$ cat config.mk
export PLATFORM = sky130hd
export DESIGN_NAME = simd_issue_sched
export DESIGN_NICKNAME = d
export VERILOG_FILES = /design/src/rtl/simd_sched_pkg.sv /design/src/rtl/simd_rr_pick.sv /design/src/rtl/simd_slot_table.sv /design/src/rtl/simd_issue_port.sv /design/src/rtl/simd_issue_sched.sv
export SDC_FILE = /design/constraint.sdc
export NUM_CORES = 1
export LEC_CHECK = 0
export ABC_AREA = 1
export BUFFER_PORTS_ARGS = -buffer_cell sky130_fd_sc_hd__clkbuf_2
export CAP_MARGIN = 40
export CORE_ASPECT_RATIO = 0.9
export CORE_MARGIN = 1.5
export CORE_UTILIZATION = 55
export DETAILED_ROUTE_END_ITERATION = 10
export PLACE_DENSITY = 0.73
export SLEW_MARGIN = 10
export SYNTH_ARGS = -nofsm -noshare
export SYNTH_HDL_FRONTEND = slang
export SYNTH_SLANG_ARGS = --single-unit
$ cat constraint.sdc
create_clock -name clk -period 11.3 [get_ports clk]
set_input_delay 1.695 -clock clk [delete_from_list [all_inputs] [get_ports clk]]
set_output_delay 1.695 -clock clk [all_outputs]
set_load 0.01 [all_outputs]
$ cat src/rtl/simd_sched_pkg.sv
package simd_sched_pkg;
  typedef enum logic {CLS_ALU = 1'b0, CLS_MEM = 1'b1} unit_cls_e;
endpackage

$ cat src/rtl/simd_rr_pick.sv
module simd_rr_pick #(
  parameter int N = 8,
  localparam int IW = $clog2(N)
) (
  input  logic [N-1:0]  req,
  input  logic [IW-1:0] base,
  output logic          hit,
  output logic [IW-1:0] idx
);
  // first requester at or above base, wrapping
  always_comb begin
    hit = 1'b0;
    idx = '0;
    for (int k = 0; k < N; k++) begin
      if (!hit && req[(int'(base) + k) % N]) begin
        hit = 1'b1;
        idx = IW'((int'(base) + k) % N);
      end
    end
  end
endmodule

$ cat src/rtl/simd_slot_table.sv
module simd_slot_table import simd_sched_pkg::*; #(
  parameter int N       = 8,
  parameter int INSTR_W = 32,
  parameter int ELEMS   = 32,
  parameter int LAT_W   = 4,
  localparam int IW = $clog2(N)
) (
  input  logic               clk,
  input  logic               rst,
  input  logic               ld_valid,
  input  logic [IW-1:0]      ld_slot,
  input  unit_cls_e          ld_cls,
  input  logic [LAT_W-1:0]   ld_lat,
  input  logic [INSTR_W-1:0] ld_instr,
  input  logic [ELEMS-1:0]   ld_mask,
  output logic               ld_ready,
  input  logic [N-1:0]       take,
  output logic [N-1:0]       avail,
  output unit_cls_e          s_cls   [N],
  output logic [INSTR_W-1:0] s_instr [N],
  output logic [ELEMS-1:0]   s_mask  [N]
);
  logic [N-1:0] occ;

  assign ld_ready = ~occ[ld_slot];

  for (genvar s = 0; s < N; s++) begin : g_slot
    logic               acc;
    logic [LAT_W-1:0]   cnt, lat_r;
    unit_cls_e          cls_r;
    logic [INSTR_W-1:0] instr_r;
    logic [ELEMS-1:0]   mask_r;

    assign acc = ld_valid && ld_ready && (ld_slot == IW'(s));

    always_ff @(posedge clk) begin
      if (rst) begin
        occ[s] <= 1'b0;
        cnt    <= '0;
      end else if (take[s]) begin
        occ[s] <= 1'b0;
        cnt    <= lat_r;
      end else begin
        if (cnt != '0) cnt <= cnt - LAT_W'(1);
        if (acc) occ[s] <= 1'b1;
      end
    end

    always_ff @(posedge clk) begin
      if (acc) begin
        lat_r   <= ld_lat;
        cls_r   <= ld_cls;
        instr_r <= ld_instr;
        mask_r  <= ld_mask;
      end
    end

    assign avail[s]   = occ[s] && (cnt == '0);
    assign s_cls[s]   = cls_r;
    assign s_instr[s] = instr_r;
    assign s_mask[s]  = mask_r;
  end
endmodule

$ cat src/rtl/simd_issue_port.sv
module simd_issue_port import simd_sched_pkg::*; #(
  parameter int N       = 8,
  parameter int INSTR_W = 32,
  parameter int ELEMS   = 32,
  parameter int LANES   = 16,
  localparam int IW     = $clog2(N),
  localparam int NBEATS = ELEMS / LANES,
  localparam int BW     = (NBEATS > 1) ? $clog2(NBEATS) : 1
) (
  input  logic               clk,
  input  logic               rst,
  input  logic               grab,
  input  logic [IW-1:0]      g_idx,
  input  unit_cls_e          g_cls,
  input  logic [INSTR_W-1:0] g_instr,
  input  logic [ELEMS-1:0]   g_mask,
  output logic               busy,
  output logic               o_valid,
  output logic [IW-1:0]      o_tid,
  output logic [BW-1:0]      o_beat,
  output logic [LANES-1:0]   o_lanes,
  output unit_cls_e          o_cls,
  output logic [INSTR_W-1:0] o_instr,
  output logic [IW-1:0]      o_ptr
);
  localparam logic [BW-1:0] LAST = BW'(NBEATS - 1);

  logic [ELEMS-1:0] mask_r;

  // more beats of the current instruction still to come
  assign busy = o_valid && (o_beat != LAST);

  always_ff @(posedge clk) begin
    if (rst) begin
      o_valid <= 1'b0;
      o_beat  <= '0;
      o_ptr   <= '0;
      o_tid   <= '0;
      o_cls   <= CLS_ALU;
    end else if (busy) begin
      o_beat <= o_beat + BW'(1);
    end else if (grab) begin
      o_valid <= 1'b1;
      o_beat  <= '0;
      o_tid   <= g_idx;
      o_cls   <= g_cls;
      o_instr <= g_instr;
      mask_r  <= g_mask;
      o_ptr   <= (g_idx == IW'(N - 1)) ? '0 : g_idx + IW'(1);
    end else begin
      o_valid <= 1'b0;
      o_beat  <= '0;
    end
  end

  always_comb begin
    o_lanes = '0;
    if (o_valid) begin
      for (int b = 0; b < NBEATS; b++) begin
        if (o_beat == BW'(b)) o_lanes = mask_r[b*LANES +: LANES];
      end
    end
  end
endmodule

$ cat src/rtl/simd_issue_sched.sv
module simd_issue_sched import simd_sched_pkg::*; #(
  parameter int N_SLOTS = 8,
  parameter int LANES   = 16,
  parameter int ELEMS   = 32,
  parameter int INSTR_W = 32,
  parameter int LAT_W   = 4,
  localparam int SW     = $clog2(N_SLOTS),
  localparam int NBEATS = ELEMS / LANES,
  localparam int BW     = (NBEATS > 1) ? $clog2(NBEATS) : 1
) (
  input  logic               clk,
  input  logic               rst,
  input  logic               ld_valid,
  output logic               ld_ready,
  input  logic [SW-1:0]      ld_slot,
  input  logic               ld_cls,
  input  logic [LAT_W-1:0]   ld_lat,
  input  logic [INSTR_W-1:0] ld_instr,
  input  logic [ELEMS-1:0]   ld_mask,
  output logic               p0_valid,
  output logic [SW-1:0]      p0_tid,
  output logic [BW-1:0]      p0_beat,
  output logic [LANES-1:0]   p0_lanes,
  output logic               p0_cls,
  output logic [INSTR_W-1:0] p0_instr,
  output logic               p1_valid,
  output logic [SW-1:0]      p1_tid,
  output logic [BW-1:0]      p1_beat,
  output logic [LANES-1:0]   p1_lanes,
  output logic               p1_cls,
  output logic [INSTR_W-1:0] p1_instr
);
  unit_cls_e          s_cls   [N_SLOTS];
  logic [INSTR_W-1:0] s_instr [N_SLOTS];
  logic [ELEMS-1:0]   s_mask  [N_SLOTS];
  logic [N_SLOTS-1:0] avail, take, elig, req0, req1;

  logic          busy0, busy1, hit0, hit1, nxt0_act;
  logic [SW-1:0] gidx0, gidx1, ptr0, ptr1;
  unit_cls_e     ocls0, ocls1, nxt0_cls;

  simd_slot_table #(
    .N(N_SLOTS), .INSTR_W(INSTR_W), .ELEMS(ELEMS), .LAT_W(LAT_W)
  ) u_slots (
    .clk, .rst, .ld_valid, .ld_slot,
    .ld_cls(unit_cls_e'(ld_cls)), .ld_lat, .ld_instr, .ld_mask,
    .ld_ready, .take, .avail, .s_cls, .s_instr, .s_mask
  );

  // eligible: ready slot not being streamed; port 0 also avoids the
  // class port 1 keeps for its pending beat
  always_comb begin
    for (int s = 0; s < N_SLOTS; s++) begin
      elig[s] = avail[s]
             && !(busy0 && p0_tid == SW'(s))
             && !(busy1 && p1_tid == SW'(s));
      req0[s] = elig[s] && !(busy1 && s_cls[s] == ocls1);
    end
  end

  simd_rr_pick #(.N(N_SLOTS)) u_pick0 (
    .req(req0), .base(ptr0), .hit(hit0), .idx(gidx0)
  );

  // class that port 0 presents on the coming cycle
  assign nxt0_act = busy0 || hit0;
  assign nxt0_cls = busy0 ? ocls0 : s_cls[gidx0];

  always_comb begin
    for (int s = 0; s < N_SLOTS; s++) begin
      req1[s] = elig[s]
             && !(!busy0 && hit0 && gidx0 == SW'(s))
             && !(nxt0_act && s_cls[s] == nxt0_cls);
    end
  end

  simd_rr_pick #(.N(N_SLOTS)) u_pick1 (
    .req(req1), .base(ptr1), .hit(hit1), .idx(gidx1)
  );

  always_comb begin
    for (int s = 0; s < N_SLOTS; s++) begin
      take[s] = (!busy0 && hit0 && gidx0 == SW'(s))
             || (!busy1 && hit1 && gidx1 == SW'(s));
    end
  end

  simd_issue_port #(
    .N(N_SLOTS), .INSTR_W(INSTR_W), .ELEMS(ELEMS), .LANES(LANES)
  ) u_port0 (
    .clk, .rst, .grab(hit0), .g_idx(gidx0), .g_cls(s_cls[gidx0]),
    .g_instr(s_instr[gidx0]), .g_mask(s_mask[gidx0]),
    .busy(busy0), .o_valid(p0_valid), .o_tid(p0_tid), .o_beat(p0_beat),
    .o_lanes(p0_lanes), .o_cls(ocls0), .o_instr(p0_instr), .o_ptr(ptr0)
  );

  simd_issue_port #(
    .N(N_SLOTS), .INSTR_W(INSTR_W), .ELEMS(ELEMS), .LANES(LANES)
  ) u_port1 (
    .clk, .rst, .grab(hit1), .g_idx(gidx1), .g_cls(s_cls[gidx1]),
    .g_instr(s_instr[gidx1]), .g_mask(s_mask[gidx1]),
    .busy(busy1), .o_valid(p1_valid), .o_tid(p1_tid), .o_beat(p1_beat),
    .o_lanes(p1_lanes), .o_cls(ocls1), .o_instr(p1_instr), .o_ptr(ptr1)
  );

  assign p0_cls = ocls0;
  assign p1_cls = ocls1;
endmodule

==> flow_summary.ini <==
[timing]
finClkSkew_ns = 0.0257
max-slew-margin-rel_pct = 2.60
min_period_ns = 8.72
rsz0062_at_grt = no
setup_viol = 0
final-max-slew-violation-count = 0
fin_setup_tns_ns = 0
max_freq_ghz = 0.115
hold_viol = 0
fin_crit_sh_pct = 77.2
worstMarginPinSlew_ns = 1.46

[critical_path]
cpPeakStageDelay_ns = 0.79
timing.rr.start = u_port1.o_beat
cp_slowest_cell = dfxtp_1
worst_r2r_path_depth = 40
crit_cells = 40
worstSetupPathType = register to register
cp_data_required_time_ns = 11.65
path_common_cell = nand3_1
cp.arrival_ns = 9.08
path_max_fanout = 225
worst_setup_path_start_kind = register
path_buf_inv = 6
crit_start = u_port1.o_beat
cp-end-kind = register
crit_family = simple AND/OR/NAND/NOR gates

[placement]
gp_congestion = 0.948
dp_hpwl_um = 58200
placed_cells = 4502
io_buffer_count = 183

[yosys]
ys_warn_count = 0
synth-main-ff-cell = edfxtp_1
yosysTopAreaCell = edfxtp_1
synth_top_area_share_pct = 57.2
syn_inst = 3640
synth-seq-cells = 738
netlist_area_um2 = 35700
netlist_top_cells_area = edfxtp_1, o21ai_0, nand2_1
syn_avg_cell_area_um2 = 9.81
syn_nets = 3745
ys_seq_area_share_pct = 60.4
async_flop_share_pct = 0
synth_edf_count = 680
synthDistinctLibCells = 50

[clock_tree]
numCtsBuffers = 75
postCtsSetupRepairBufs = 0
cts_tree = built
clk_path_buf_depth = 3
clkSinkCount = 738
clock_latency_ns = 0.63
cts_hold_buf = 0
path_clk_slew_ns = 0.06
post_cts_resized = 0
root_buffer = clkbuf_16
htree_num_levels = 3

[routing]
vias = 27600
first_pass_iters = 7
wirelength_um = 99000
ant_nets = 0
wl_per_cell_um = 21.4
drc = 0
drtIter0Drc = 3109
viasPerCell = 5.96

[global_routing]
track_usage_pct = 29.4
grt_pass1_vias = 25700
overflow = 0
grt_pass1_wl_um = 150000
antenna_found_initial = 11
grt_start_max_net_pins = 226

[floorplanning]
initial_core_util_pct = 55.6
rows = 88
die-width_um = 272
design.die.area_um2 = 66500
core-area_um2 = 64200
io_pins = 184
die_height_um = 245

[final_layout]
area_delta_synth_final_pct = 10.9
fin_cells = 4636
fin_nets = 3830
drive_above_1_share_pct = 11.6

[worst_hold_path]
hold_class = register to register
min_from = u_slots.g_slot[7].lat_r[0]
worstHoldPathCells = 2

[flow_run]
drv_cap = 0

[outcome]
outcome = finished clean
[metrics by stage]
stage / worst slack (ns) / instance area, um^2 / hold WS [ns] / utilization (%)
final: 2.58 / 39600 / 0.465 / 61.7
after global routing: 2.00 / 39600 / 0.487 / 61.7
after CTS: 2.31 / 39600 / 0.465 / 61.7
after detailed placement: 2.39 / 37300 / 0.465 / 58.1
after global placement: 2.41 / 37000 / 0.454 / 57.6
after floorplan: 1.25 / 35700 / 0.447 / -
[cell usage after synthesis (18+ instances only)]
| cell type | n |
|---|---|
| xor2_1 | 22 |
| o21ai_0 | 523 |
| edfxtp_1 | 680 |
| ha_1 | 30 |
| dfxtp_1 | 58 |
| buf_2 | 48 |
| nand3_1 | 258 |
| nand4_1 | 29 |
| nor2_1 | 241 |
| a21oi_1 | 281 |
| o21ai_1 | 82 |
| nand2_1 | 692 |
| o211ai_1 | 86 |
| a211oi_2 | 41 |
| inv_1 | 289 |
| a211oi_1 | 18 |
| clkbuf_1 | 129 |
[layout by cell type (no fill, tap or decap), drive strengths merged, types with 2 or more instances in the layout]
master and n:
nand4 31, nand3b 2, a211oi 59, nand3 273, nor3 7, xnor2 4, and3 3, clkbuf 280
bufinv 3, o211ai 86, dfxtp 58, o21bai 3, o22ai 2, ha 30, xor2 22, a21oi 281
inv 302, nor2 254, buf 46, nand2 705, edfxtp 680, and2 2, clkinv 33, o21ai 607
[registers in the layout, summed over array words and instances (netlist names)]
register / count
u_slots.g_slot.instr_r: 256
u_slots.g_slot.mask_r: 256
u_port0.mask_r: 32
u_port0.o_instr: 32
u_port1.mask_r: 32
u_port1.o_instr: 32
u_slots.g_slot.cnt: 32
u_slots.g_slot.lat_r: 32
u_slots.g_slot.cls_r: 8
u_slots.occ: 8
u_port0.o_ptr: 3
u_port0.o_tid: 3
u_port1.o_ptr: 3
u_port1.o_tid: 3
u_port0.o_beat: 1
u_port0.o_cls: 1
u_port0.o_valid: 1
u_port1.o_beat: 1
u_port1.o_cls: 1
u_port1.o_valid: 1
[layer usage]
layer / vias up / global-route usage, % / wire length, um
met3: 222 / 4.96 / 9430
met5: - / 0 / 82
met2: 1364 / 46.7 / 46400
li1: 12900 / - / -
met4: 12 / 11.4 / 3190
met1: 13100 / 40.7 / 40000
[tightest hold or removal path, stage by stage, from the launching register on]
cell,delay [ns]
edfxtp_1,0.32
nor2_1,0.04
nor2_1,0.08
[final timing paths]
kind | slack (ns) | to
setup / recovery | 2.58 | u_port1.o_instr[29]
hold / removal | 0.47 | u_slots.g_slot[7].cnt[0]
setup reg to reg | 2.58 | u_port1.o_instr[29]
hold reg to reg | 0.47 | u_slots.g_slot[7].cnt[0]
[cells by family after synthesis]
logic type	after synthesis	synth area share (%)
adders and majority gates	30	1.05
DFF	738	60.4
AOI/OAI and AO/OA	1043	16.3
xor gates and xnor gates	26	0.638
and+or+nand+nor	1279	15.3
buffers and inverters	524	6.21
[area by class of cell]
| class | count | area, um^2 |
|---|---|---|
| Antenna cell | 1 | 2.50 |
| Clock buffer | 97 | 1980 |
| Clock inverter | 35 | 284 |
| Fill cell | 5085 | 24600 |
| Inverter | 303 | 1160 |
| Multi-Input combinational cell | 2378 | 12000 |
| Sequential cell | 738 | 21600 |
| Tap cell | 855 | 1070 |
| Timing Repair Buffer | 229 | 1550 |
Power is not shown: default switching activity piles up to over one toggle a cycle in this logic, so the estimate is an artifact.
